<file path="src/rtl/sat_pkg.sv">
`timescale 1ns/1ps
package sat_pkg;

    typedef enum logic [1:0] {
        CMD_NOP    = 2'd0,
        CMD_MARKED = 2'd1,
        CMD_PLAIN  = 2'd2,
        CMD_RSVD   = 2'd3
    } sat_cmd_e;

    typedef enum logic [1:0] {
        ST_IDLE,
        ST_ARM_MARK,
        ST_MARKING,
        ST_ARM_PLAIN
    } sat_state_e;

    // Maps a command code to the state it arms; ST_IDLE means no action.
    function automatic sat_state_e cmd_target(input logic [1:0] code);
        case (sat_cmd_e'(code))
            CMD_MARKED: return ST_ARM_MARK;
            CMD_PLAIN:  return ST_ARM_PLAIN;
            default:    return ST_IDLE;
        endcase
    endfunction

    function automatic int unsigned cnt_width(input int unsigned n);
        return (n > 1) ? $clog2(n) : 1;
    endfunction

endpackage

</file>
<file path="src/rtl/sat_reg_bank.sv">
`timescale 1ns/1ps
module sat_reg_bank #(
    parameter int N  = 4,
    parameter int W  = 9,
    parameter int IW = 2
) (
    input  logic           clk,
    input  logic           rst,
    input  logic           ld_all,
    input  logic [N*W-1:0] ld_d,
    input  logic           wr_one,
    input  logic [IW-1:0]  wr_idx,
    input  logic [W-1:0]   wr_d,
    output logic [N*W-1:0] q,
    output logic [N*W-1:0] q_nxt
);
    // One register per entry; a whole-bank load wins over a single-entry write.
    for (genvar i = 0; i < N; i++) begin : g_ent
        always_comb begin
            if (ld_all)
                q_nxt[i*W +: W] = ld_d[i*W +: W];
            else if (wr_one && (wr_idx == IW'(i)))
                q_nxt[i*W +: W] = wr_d;
            else
                q_nxt[i*W +: W] = q[i*W +: W];
        end

        always_ff @(posedge clk) begin
            if (rst) q[i*W +: W] <= '0;
            else     q[i*W +: W] <= q_nxt[i*W +: W];
        end
    end
endmodule

</file>
<file path="src/rtl/sat_commit_fsm.sv">
`timescale 1ns/1ps
module sat_commit_fsm
    import sat_pkg::*;
#(
    parameter int MARK_FRAMES = 2
) (
    input  logic       clk,
    input  logic       rst,
    input  logic       cmd_valid,
    input  logic [1:0] cmd_code,
    input  logic       frame_sof,
    output logic       accept,
    output logic       commit_go,
    output logic       pending,
    output logic       marker_on,
    output logic       commit_pulse
);
    localparam int CNT_W = cnt_width(MARK_FRAMES);
    localparam logic [CNT_W-1:0] LAST = CNT_W'(MARK_FRAMES - 1);

    sat_state_e       st;
    logic [CNT_W-1:0] cnt;
    sat_state_e       tgt;

    assign tgt       = cmd_target(cmd_code);
    assign accept    = cmd_valid && (st == ST_IDLE) && (tgt != ST_IDLE);
    assign commit_go = frame_sof &&
                       ((st == ST_ARM_PLAIN) || ((st == ST_MARKING) && (cnt == LAST)));
    assign pending   = (st != ST_IDLE);
    assign marker_on = (st == ST_MARKING);

    always_ff @(posedge clk) begin
        if (rst) begin
            st           <= ST_IDLE;
            cnt          <= '0;
            commit_pulse <= 1'b0;
        end else begin
            commit_pulse <= commit_go;
            case (st)
                ST_IDLE: begin
                    if (accept) st <= tgt;
                end
                ST_ARM_MARK: begin
                    if (frame_sof) begin
                        st  <= ST_MARKING;
                        cnt <= '0;
                    end
                end
                ST_MARKING: begin
                    if (frame_sof) begin
                        if (cnt == LAST) st <= ST_IDLE;
                        else             cnt <= cnt + 1'b1;
                    end
                end
                ST_ARM_PLAIN: begin
                    if (frame_sof) st <= ST_IDLE;
                end
                default: st <= ST_IDLE;
            endcase
        end
    end
endmodule

</file>
<file path="src/rtl/stream_alloc_table.sv">
`timescale 1ns/1ps
module stream_alloc_table
    import sat_pkg::*;
#(
    parameter int NUM_VC      = 4,
    parameter int SRC_W       = 3,
    parameter int SLOT_W      = 6,
    parameter int MARK_FRAMES = 2
) (
    input  logic                      clk,
    input  logic                      rst,
    input  logic                      wr_en,
    input  logic [$clog2(NUM_VC)-1:0] wr_idx,
    input  logic [SRC_W-1:0]          wr_src,
    input  logic [SLOT_W-1:0]         wr_slots,
    input  logic                      cmd_valid,
    input  logic [1:0]                cmd_code,
    input  logic                      frame_sof,
    input  logic [$clog2(NUM_VC)-1:0] rd_idx,
    output logic [SRC_W-1:0]          rd_act_src,
    output logic [SLOT_W-1:0]         rd_act_slots,
    output logic [SRC_W-1:0]          rd_shd_src,
    output logic [SLOT_W-1:0]         rd_shd_slots,
    output logic                      pending,
    output logic                      marker_on,
    output logic                      commit_pulse
);
    localparam int IW    = $clog2(NUM_VC);
    localparam int ENT_W = SRC_W + SLOT_W;
    localparam int TBL_W = NUM_VC * ENT_W;

    logic             accept;
    logic             commit_go;
    logic [TBL_W-1:0] shd_q, shd_nxt;
    logic [TBL_W-1:0] stg_q, stg_nxt;
    logic [TBL_W-1:0] act_q, act_nxt;
    logic [ENT_W-1:0] act_sel, shd_sel;

    sat_commit_fsm #(.MARK_FRAMES(MARK_FRAMES)) u_fsm (
        .clk          (clk),
        .rst          (rst),
        .cmd_valid    (cmd_valid),
        .cmd_code     (cmd_code),
        .frame_sof    (frame_sof),
        .accept       (accept),
        .commit_go    (commit_go),
        .pending      (pending),
        .marker_on    (marker_on),
        .commit_pulse (commit_pulse)
    );

    // Shadow: software-facing, one entry per write.
    sat_reg_bank #(.N(NUM_VC), .W(ENT_W), .IW(IW)) u_shadow (
        .clk    (clk),
        .rst    (rst),
        .ld_all (1'b0),
        .ld_d   ('0),
        .wr_one (wr_en),
        .wr_idx (wr_idx),
        .wr_d   ({wr_src, wr_slots}),
        .q      (shd_q),
        .q_nxt  (shd_nxt)
    );

    // Staging: frozen copy of the shadow (with same-cycle write) on accept.
    sat_reg_bank #(.N(NUM_VC), .W(ENT_W), .IW(IW)) u_stage (
        .clk    (clk),
        .rst    (rst),
        .ld_all (accept),
        .ld_d   (shd_nxt),
        .wr_one (1'b0),
        .wr_idx ('0),
        .wr_d   ('0),
        .q      (stg_q),
        .q_nxt  (stg_nxt)
    );

    // Active: loaded whole at the commit boundary.
    sat_reg_bank #(.N(NUM_VC), .W(ENT_W), .IW(IW)) u_active (
        .clk    (clk),
        .rst    (rst),
        .ld_all (commit_go),
        .ld_d   (stg_q),
        .wr_one (1'b0),
        .wr_idx ('0),
        .wr_d   ('0),
        .q      (act_q),
        .q_nxt  (act_nxt)
    );

    assign act_sel = act_q[rd_idx*ENT_W +: ENT_W];
    assign shd_sel = shd_q[rd_idx*ENT_W +: ENT_W];

    assign rd_act_src   = act_sel[ENT_W-1:SLOT_W];
    assign rd_act_slots = act_sel[SLOT_W-1:0];
    assign rd_shd_src   = shd_sel[ENT_W-1:SLOT_W];
    assign rd_shd_slots = shd_sel[SLOT_W-1:0];
endmodule

</file>
<file path="config.mk">
export PLATFORM = sky130hd
export DESIGN_NAME = stream_alloc_table
export DESIGN_NICKNAME = d
export VERILOG_FILES = /design/src/rtl/sat_pkg.sv /design/src/rtl/sat_reg_bank.sv /design/src/rtl/sat_commit_fsm.sv /design/src/rtl/stream_alloc_table.sv
export SDC_FILE = /design/constraint.sdc
export NUM_CORES = 1
export LEC_CHECK = 0
export BUFFER_PORTS_ARGS = -buffer_cell sky130_fd_sc_hd__buf_4
export CAP_MARGIN = 10
export CORE_ASPECT_RATIO = 1.1
export CORE_UTILIZATION = 45
export DETAILED_ROUTE_END_ITERATION = 10
export HOLD_SLACK_MARGIN = 0.02
export PLACE_DENSITY = 0.66
export SYNTH_ARGS = -nofsm -noshare
export SYNTH_HDL_FRONTEND = slang
export SYNTH_SLANG_ARGS = --single-unit
</file>
<file path="constraint.sdc">
create_clock -name clk -period 1.4 [get_ports clk]
set_clock_uncertainty 0.15 [all_clocks]
set_input_delay 0.07 -clock clk [delete_from_list [all_inputs] [get_ports clk]]
set_output_delay 0.07 -clock clk [all_outputs]
set_load 0.01 [all_outputs]
</file>
==> reports/metrics.cfg <==
[detailed_routing]
route.detailed.vias_per_inst = 5.84
drt_wl_cell_um = 20.8
dr_total_vias = 3916
drtPass1Iterations = 5
routed_wl_mm = 14.0
drt_iter0_drc = 365
route.detailed.drc = 0
drt.antenna.violating_nets = 0

[yosys]
syn-cell-area_um2 = 4470
synth_enable_flop_cells = 0
synth.distinct_cells = 26
synth_async_sr_flop_share = 0
synthesis.nets = 483
avgSynthCellArea_um2 = 9.67
ys_seq_area_frac = 0.502
post_synth_inst_count = 462
ys.flop_type = dfxtp_1
count_of_warnings_emitted_by_yosys = 0
synth_seq_cells = 112

[power]
p_leak_nw = 2.58
report.power.total_mw = 6.41
cellPowerDensity_nw_per_um2 = 988
vdd_drop_max_uv = 515

[timing]
finalMaxSlewViolations = 0
layout_worst_path_cycle_share = 1.14
relSlewSlack = 0.127
worst_pin_slew_ns = 1.31
rsz0062_at_grt = yes
final.setup.worst_slack_ns = -0.203
fin_setup_tns_ns = -8.26
report.final.setup_viol = 91
achievable-frequency_mhz = 624
fin_worst_hold_slack_ns = 0.101
finalCriticalPeriod_ns = 1.60
hold_violations = 0

[place]
place_congestion = 0.778
dp_slack_ns = -0.263
port_buffers = 40
dpl-instance-area_um2 = 5020
placedCellCount = 609
dp.final_hpwl_mm = 6.67

[clock_tree]
cts_inserted_buffers = 9
clock-root-buffer = clkbuf_8
cts_sinks = 112
worst_skew_pair.late_latency_ns = 0.37
htree_num_levels = 3
tritoncts = yes
cts.reportedPaths.clkPinSlew_ns = 0.10
clock_path_buffers = 2

[die]
boundaryPins = 41
floorplan.die.height_um = 106
fp.dieW_um = 97.0
die_area_um2 = 10300
core_region_area_um2 = 9490
fp-row-count = 37
floorplan.initialDensity = 0.471

[worst_setup_path]
cpPeakStageDelay_ns = 0.51
cp-start-kind = flop
worstSetupPathType = flop to output port
crit_slowest_cell = mux4_2
timing.critical_path.required_ns = 1.18
cp.buffers_inverters = 1
worstPathArrival_ns = 1.38
path_max_fanout = 2
worst_path_dominant_cell_family = multiplexers
critical_path.endpoint_type = output port
timing.critical_path.cells = mux4_2 -> buf_6

[run_status]
failed_checks = setup timing
run_status = finished, violations left

[global_routing]
grt_usage = 0.225
grt_pass1_wl_mm = 18.2
grt_use_met2 = 0.341
grt_antenna_before_repair = 0
grt_most_used_layer = met2
first_global_vias = 3542
globalRouteMet1Util = 0.320
gr-usage-met3 = 0.0256
remaining_global_route_overflow = 0
grt_start_max_net_pins = 38

[finish]
utilization = 0.684
antenna_cells = 0
layout-drive-gt1-share = 0.481
register_area_um2 = 2280
fillerInstances = 659
design.final.nets = 570
synthToLayoutAreaGrowth_pct = 45.3
multi_input_comb_area_um2 = 2490
stdcell_count = 670
final_design_area_no_fill_um2 = 6490

[run]
timing.max_cap.violations = 0

[min_path]
min_path_type = input port to flop

## worst paths after layout
path	start	endpoint	slack (ns)	depth (start not counted)
hold / removal	wr_idx[1]	u_shadow.q[0]$_SDFF_PP0_	0.10	5
hold reg to reg	u_active.q[32]$_SDFFE_PP0P_	u_active.q[32]$_SDFFE_PP0P_	0.31	2
setup reg to reg	u_fsm.st[1]$_SDFFE_PP0P_	u_stage.q[4]$_SDFFE_PP0P_	-0.17	5
setup / recovery	u_active.q[19]$_SDFFE_PP0P_	rd_act_slots[1]	-0.20	2
## routing by layer
metal	share of wire	vias to the layer above
met5	0	-
met3	0.062	29
met4	0.026	0
li1	-	1791
met1	0.42	1928
met2	0.49	168
## report_power, final
group / switching, mW / internal, mW
Clock: 1.05 / 0.867
Combinational: 0.531 / 0.522
Sequential: 0.116 / 3.33
## registers in the layout, summed over array words and instances, names as in the netlist
name / cells
u_fsm.commit_pulse: 1
u_active.q: 36
u_fsm.cnt: 1
u_stage.q: 36
u_shadow.q: 36
u_fsm.st: 2
## timing repair
item	in CTS	in global routing
setup endpoints to repair	56	91
gates resized for setup	54	137
gates cloned	4	16
pin swaps	3	72
hold buffers	16	0
hold endpoints to repair	86	0
buffers inserted	5	7
## tightest hold or removal path: stages
cell,delay [ns]
buf_4,0.11
nor3b_2,0.04
buf_4,0.18
nand2_1,0.11
a21oi_1,0.06
## layout by cell type, fill, tap and decap left out, drive strengths merged
cell type / netlist / routed
and3: 1 / 1
a311oi: 18 / 18
dlygate4sd3: 0 / 15
nand3b: 2 / 2
a211oi: 19 / 19
or2: 1 / 1
clkbuf: 14 / 22
o21ai: 1 / 1
nand3: 2 / 2
dlymetal6s4s: 0 / 1
nor2b: 2 / 2
nor4b: 1 / 1
mux4: 18 / 18
a21oi: 57 / 57
nor2: 57 / 57
o211a: 1 / 1
or3b: 1 / 1
buf: 22 / 86
nor3b: 1 / 1
clkinvlp: 0 / 1
mux2i: 18 / 18
nand2: 110 / 110
inv: 2 / 2
clkinv: 0 / 1
bufinv: 0 / 1
ha: 1 / 1
dfxtp: 112 / 112
o211ai: 1 / 1
## cells by family after synthesis
kind of cell,count (synthesis),share of synthesized area
multiplexers,36,0.131
AO/OA/AOI/OAI,97,0.158
adder cells (fa/ha/maj),1,0.00280
flip-flops,112,0.502
buffers and inverters,38,0.0462
AND/OR/NAND/NOR,178,0.160
## area by class of cell
| cell class | count | area share |
|---|---|---|
| Multi-Input combinational cell | 312 | 0.384 |
| Clock inverter | 3 | 0.00656 |
| Timing Repair Buffer | 112 | 0.212 |
| Clock buffer | 12 | 0.0224 |
| Inverter | 2 | 0.00116 |
| Tap cell | 117 | 0.0226 |
| Sequential cell | 112 | 0.351 |
## cell usage after synthesis, types with 2 or more instances
cell,n,area (um2)
inv_1,2,7.51
buf_4,2,15.0
a311oi_2,15,225
nand3b_1,2,15.0
buf_6,5,56.3
mux2i_1,18,180
buf_2,15,75.1
nand2_1,110,413
dfxtp_1,112,2240
a311oi_1,3,26.3
nor2b_1,2,12.5
a211oi_1,19,143
nand3_1,2,10.0
a21oi_1,57,285
clkbuf_1,14,52.6
nor2_1,57,214
mux4_2,18,405
(Power assumes the default switching activity.)
